==> src/rtl/flashfe_pkg.sv <==
package flashfe_pkg;

  typedef enum logic [2:0] {
    CYC_RESET   = 3'd0,
    CYC_STANDBY = 3'd1,
    CYC_OUTDIS  = 3'd2,
    CYC_READ    = 3'd3,
    CYC_WRITE   = 3'd4
  } cycle_e;

  // strobes from control to datapath
  typedef struct packed {
    logic transparent;
    logic loadDirect;
    logic loadShadow;
    logic trackShadow;
    logic holdData;
    logic issueCmd;
  } latchCtl_t;

endpackage

==> src/rtl/flashfe_ctrl.sv <==
module flashfe_ctrl
  import flashfe_pkg::*;
(
  input  logic      clk,
  input  logic      rstN,
  input  logic      ceN,
  input  logic      oeN,
  input  logic      weN,
  input  logic      advN,
  input  logic      syncMode,
  output cycle_e    cycle,
  output latchCtl_t ctl,
  output logic      modeSync,
  output logic      cmdStrobe
);

  logic advLowPrev;
  logic captured;
  logic wasWrite;
  logic qualified;

  always_comb begin
    if (!rstN)      cycle = CYC_RESET;
    else if (ceN)   cycle = CYC_STANDBY;
    else if (!weN)  cycle = CYC_WRITE;
    else if (!oeN)  cycle = CYC_READ;
    else            cycle = CYC_OUTDIS;
  end

  assign qualified = weN && !ceN;

  always_comb begin
    ctl.transparent = !modeSync && !advN;
    ctl.loadDirect  = !advN && (!modeSync || (qualified && !captured));
    ctl.loadShadow  = modeSync && advN && advLowPrev && !captured && qualified;
    ctl.trackShadow = !advN;
    ctl.holdData    = (cycle == CYC_WRITE);
    ctl.issueCmd    = rstN && weN && wasWrite;
  end

  always_ff @(posedge clk or negedge rstN) begin
    if (!rstN) begin
      modeSync   <= 1'b0;
      advLowPrev <= 1'b0;
      captured   <= 1'b0;
      wasWrite   <= 1'b0;
      cmdStrobe  <= 1'b0;
    end else begin
      if (ceN) modeSync <= syncMode;
      advLowPrev <= !advN;
      if (advN) captured <= 1'b0;
      else if (modeSync && qualified) captured <= 1'b1;
      wasWrite  <= (cycle == CYC_WRITE);
      cmdStrobe <= ctl.issueCmd;
    end
  end

endmodule

==> src/rtl/flashfe_dp.sv <==
module flashfe_dp
  import flashfe_pkg::*;
#(
  parameter int ADDR_W    = 22,
  parameter int DATA_W    = 16,
  parameter int PART_BITS = 4
) (
  input  logic                 clk,
  input  logic                 rstN,
  input  latchCtl_t            ctl,
  input  logic [ADDR_W-1:0]    addrIn,
  input  logic [DATA_W-1:0]    dqIn,
  output logic [ADDR_W-1:0]    addrCur,
  output logic [PART_BITS-1:0] partIdx,
  output logic [ADDR_W-1:0]    cmdAddr,
  output logic [DATA_W-1:0]    cmdData
);

  localparam int PART_LSB = ADDR_W - PART_BITS;

  logic [ADDR_W-1:0] addrReg;
  logic [ADDR_W-1:0] shadowReg;
  logic [DATA_W-1:0] dataShadow;

  always_comb begin
    if (!rstN)                addrCur = '0;
    else if (ctl.transparent) addrCur = addrIn;
    else                      addrCur = addrReg;
  end

  generate
    if (PART_BITS > 0) begin : g_part
      assign partIdx = addrCur[ADDR_W-1:PART_LSB];
    end else begin : g_nopart
      assign partIdx = '0;
    end
  endgenerate

  always_ff @(posedge clk or negedge rstN) begin
    if (!rstN) begin
      addrReg    <= '0;
      shadowReg  <= '0;
      dataShadow <= '0;
      cmdAddr    <= '0;
      cmdData    <= '0;
    end else begin
      if (ctl.loadDirect)       addrReg <= addrIn;
      else if (ctl.loadShadow)  addrReg <= shadowReg;
      if (ctl.trackShadow) shadowReg <= addrIn;
      if (ctl.holdData)    dataShadow <= dqIn;
      if (ctl.issueCmd) begin
        cmdAddr <= addrCur;
        cmdData <= dataShadow;
      end
    end
  end

endmodule

==> src/rtl/flash_bus_front.sv <==
module flash_bus_front
  import flashfe_pkg::*;
#(
  parameter int ADDR_W    = 22,
  parameter int DATA_W    = 16,
  parameter int PART_BITS = 4
) (
  input  logic                 clk,
  input  logic                 rstN,
  input  logic                 ceN,
  input  logic                 oeN,
  input  logic                 weN,
  input  logic                 advN,
  input  logic                 syncMode,
  input  logic [ADDR_W-1:0]    addrIn,
  input  logic [DATA_W-1:0]    dqIn,
  input  logic [DATA_W-1:0]    rdData,
  input  logic                 waitReq,
  output logic [DATA_W-1:0]    dqOut,
  output logic                 dqOe,
  output logic                 waitOut,
  output logic                 waitOe,
  output logic [2:0]           cycleKind,
  output logic [ADDR_W-1:0]    latchedAddr,
  output logic [PART_BITS-1:0] partition,
  output logic                 cmdStrobe,
  output logic [ADDR_W-1:0]    cmdAddr,
  output logic [DATA_W-1:0]    cmdData
);

  cycle_e    cycle;
  latchCtl_t ctl;
  logic      modeSync;
  logic      readCyc;

  flashfe_ctrl u_ctrl (
    .clk(clk), .rstN(rstN), .ceN(ceN), .oeN(oeN), .weN(weN), .advN(advN),
    .syncMode(syncMode), .cycle(cycle), .ctl(ctl), .modeSync(modeSync),
    .cmdStrobe(cmdStrobe)
  );

  flashfe_dp #(.ADDR_W(ADDR_W), .DATA_W(DATA_W), .PART_BITS(PART_BITS)) u_dp (
    .clk(clk), .rstN(rstN), .ctl(ctl), .addrIn(addrIn), .dqIn(dqIn),
    .addrCur(latchedAddr), .partIdx(partition), .cmdAddr(cmdAddr),
    .cmdData(cmdData)
  );

  assign readCyc   = (cycle == CYC_READ);
  assign cycleKind = cycle;
  assign dqOe      = readCyc;
  assign dqOut     = rdData;
  assign waitOe    = readCyc;
  assign waitOut   = readCyc && modeSync && waitReq;

endmodule

==> config.mk <==
export PLATFORM = sky130hd
export DESIGN_NAME = flash_bus_front
export DESIGN_NICKNAME = d
export VERILOG_FILES = /design/src/rtl/flashfe_pkg.sv /design/src/rtl/flashfe_ctrl.sv /design/src/rtl/flashfe_dp.sv /design/src/rtl/flash_bus_front.sv
export SDC_FILE = /design/constraint.sdc
export NUM_CORES = 1
export LEC_CHECK = 0
export BUFFER_PORTS_ARGS = -buffer_cell sky130_fd_sc_hd__buf_2
export CAP_MARGIN = 20
export CORE_ASPECT_RATIO = 0.9
export CORE_UTILIZATION = 45
export DETAILED_ROUTE_END_ITERATION = 8
export HOLD_SLACK_MARGIN = 0.15
export PLACE_DENSITY = 0.71
export REMOVE_ABC_BUFFERS = 1
export SETUP_SLACK_MARGIN = 0.02
export SYNTH_ARGS = -nofsm -noshare
export SYNTH_HDL_FRONTEND = slang
export SYNTH_SLANG_ARGS = --single-unit
export TNS_END_PERCENT = 50
==> constraint.sdc <==
create_clock -name clk -period 1.7 [get_ports clk]
set_clock_uncertainty 0.05 [all_clocks]
set_input_delay 0.34 -clock clk [delete_from_list [all_inputs] [get_ports clk]]
set_output_delay 0.34 -clock clk [all_outputs]
set_load 0.02 [all_outputs]
==> flow_summary.yaml <==
route:
  drt-total-wl_mm: 11.0
  vias: 3472
  vias_per_cell: 5.30
  route.detailed.drc: 0
  wire_per_inst_um: 16.8
  drtIter0Drc: 112
  dr.pass1.iters: 4
  final_antenna_net_count: 0
synthesis:
  ys_seq_elements: 103
  yosysTopAreaCell: "dfrtp_1"
  avgSynthCellArea_um2: 12.2
  netlist.area_leader.share_pct: 51.7
  yosysWarnings: 0
  syn-cell-area_mm2: 0.00499
  syn_inst: 409
  synth_edf_count: 0
  ys_seq_area_share_pct: 51.7
  netlist_top_cells_count: "dfrtp_1, mux2_2, nand2_1"
  ys_top_cells_by_area: "dfrtp_1, mux2_2, a22oi_2"
  synthArstFlopShare_pct: 100
  synth_most_common_cell: "dfrtp_1"
  ys_types: 30
  synth_ff_type: "dfrtp_1"
die:
  die_w_um: 113
  num_rows: 36
  core_area_mm2: 0.0108
  initial_core_util_pct: 46.1
  ios: 149
  dieHeight_um: 102
  die_area_mm2: 0.0115
critical_path:
  crit_required_ps: 1310
  cp.arrival_ps: 1570
  max_stage_delay_ps: 420
  critPathCaptureType: "output port"
  critical_path_class: "reg -> out"
  crit_family: "flip-flops"
  critPathBufInv: 2
  cpMaxStageDelayCell: "dfrtp_1"
  worstSetupStartpointType: "flip-flop"
  path_cells: "nor2_4 > buf_12 > mux2i_2 > nor2b_1 > buf_2"
  critPathMaxFanout: 17
power_and_ir_drop:
  total_power_uw: 7480
  power_density_mw_per_mm2: 1210
  ir_drop_uv: 664
  leakage_uw: 0.00294
sta:
  max_slew.worst_pin.slew_ps: 640
  finalSetupTns_ps: -6020
  slew_headroom_pct: 57.4
  hold_viol_final: 0
  period_share_pct: 115
  setup_viol: 27
  setup_slack_ps: -263
  fin_crit_ps: 1960
  drv_slew: 0
  fin_hold_ws_ps: 175
  rsz0062_at_grt: "yes"
  fmaxAchievable_mhz: 510
flow_run:
  maxCapViolations: 0
layout:
  drive_above_1_share_pct: 48.1
  synthToLayoutAreaGrowth_pct: 23.5
  utilization_pct: 57.0
  nets: 580
  num_antenna_cells: 0
placement:
  post-dp-hpwl_mm: 7.54
  place_congestion: 0.747
  port_buffers: 116
  pre_cts_slack_ps: -80.5
clock_network:
  htree_levels: 3
  clock_latency_ps: 340
  cts_tree: "built"
  numClockSinks: 103
  root_buffer: "clkbuf_16"
  cts_inserted_buffers: 9
  clk_path_buf_depth: 2
  clkTransAtPathRegs_ps: 60
run_status:
  violations: "negative setup slack"
  status: "complete, but fails checks"
global_routing:
  grt_overflow: 0
  first_global_vias: 3514
  grt_pass1_wl_mm: 17.9
  grt_max_degree: 47
  grt_usage_pct: 20.3
  antenna_found_initial: 0
min_path:
  min_path_type: "in -> async"
## layer usage
metal / GRT usage [%] / vias up / routed length (µm)
met2: 34.4 / 107 / 5590
met4: 8.50 / 0 / 242
li1: - / 1631 / -
met1: 25.1 / 1718 / 4640
met5: 0 / - / 0
met3: 5.22 / 16 / 541
## registers in the layout (all words and copies together), names as in the netlist
signal and cells:
u_ctrl.wasWrite 1, u_ctrl.cmdStrobe 1, u_ctrl.advLowPrev 1, u_dp.shadowReg 22, u_dp.dataShadow 16, u_dp.cmdData 16
u_dp.addrReg 22, u_ctrl.modeSync 1, u_dp.cmdAddr 22, u_ctrl.captured 1
## stage by stage
stage	instance area, µm²	instances
final	6160	655
after global routing	6160	655
after CTS	6140	655
after detailed placement	5670	631
after global placement	5670	631
after floorplan	4630	355
## worst paths after layout
kind                                                  start                              to  slack, ps  cells past startpoint
worst min register to register  u_dp.cmdAddr[6]$_DFFE_PN0P_     u_dp.cmdAddr[6]$_DFFE_PN0P_        420                      2
worst min-delay path                                   rstN  u_dp.shadowReg[21]$_DFFE_PN0N_        180                      3
min in group clk                                    dqIn[2]  u_dp.dataShadow[2]$_DFFE_PN0P_        180                      2
worst max-delay path            u_ctrl.modeSync$_DFFE_PN0P_                  latchedAddr[3]       -260                      5
worst max register to register  u_ctrl.modeSync$_DFFE_PN0P_    u_dp.addrReg[13]$_DFFE_PN0P_        130                      6
max in group asynchronous                              rstN     u_ctrl.advLowPrev$_DFF_PN0_        630                      3
## layout make-up
| type | instances | area, µm² |
|---|---|---|
| Clock buffer | 12 | 267 |
| Fill cell | 928 | 4650 |
| Inverter | 4 | 15.0 |
| Multi-Input combinational cell | 248 | 2100 |
| Clock inverter | 3 | 65.1 |
| Tap cell | 133 | 166 |
| Timing Repair Buffer | 152 | 968 |
| Sequential cell | 103 | 2580 |
## layout by cell type, fill, tap and decap left out, types with 15 or more instances in the layout
| cell | instances |
|---|---|
| o21ai_0 | 23 |
| mux2i_1 | 15 |
| a21boi_1 | 20 |
| buf_2 | 112 |
| dfrtp_1 | 103 |
| a22oi_2 | 20 |
| o22a_1 | 22 |
| nand2_1 | 45 |
| nor2b_1 | 22 |
| buf_4 | 26 |
| mux2_2 | 45 |
## power breakdown
part	switching (µW)	internal (µW)
logic	1110	917
clock network	858	1400
registers	249	2950
total	2210	5270
## worst register-to-register path: stages (launching register included)
cell      delay (ps)
dfrtp_1          410
buf_4            130
buf_4            130
and4bb_1         240
buf_4            210
a21boi_1         100
o22a_1           190
## logic make-up (layout without fill, tap and decap cells)
logic type             after synthesis  in the layout  synth area share, %
and+or+nand+nor                     80             80                 8.35
buffers and inverters               58            171                 7.50
DFF                                103            103                 51.7
muxes                               76             76                 17.3
AOI/OAI and AO/OA                   92             92                 15.2
## repair_timing
item                                    in CTS  in global routing
endpoints found under the setup margin      26                 29
endpoints found under the hold margin       52                  0
hold buffers                                 6                  0
setup buffers                                3                  0
cloned                                       0                  0
gates resized for setup                     11                  5
pin swaps                                    1                  1
(Power assumes the default switching activity.)
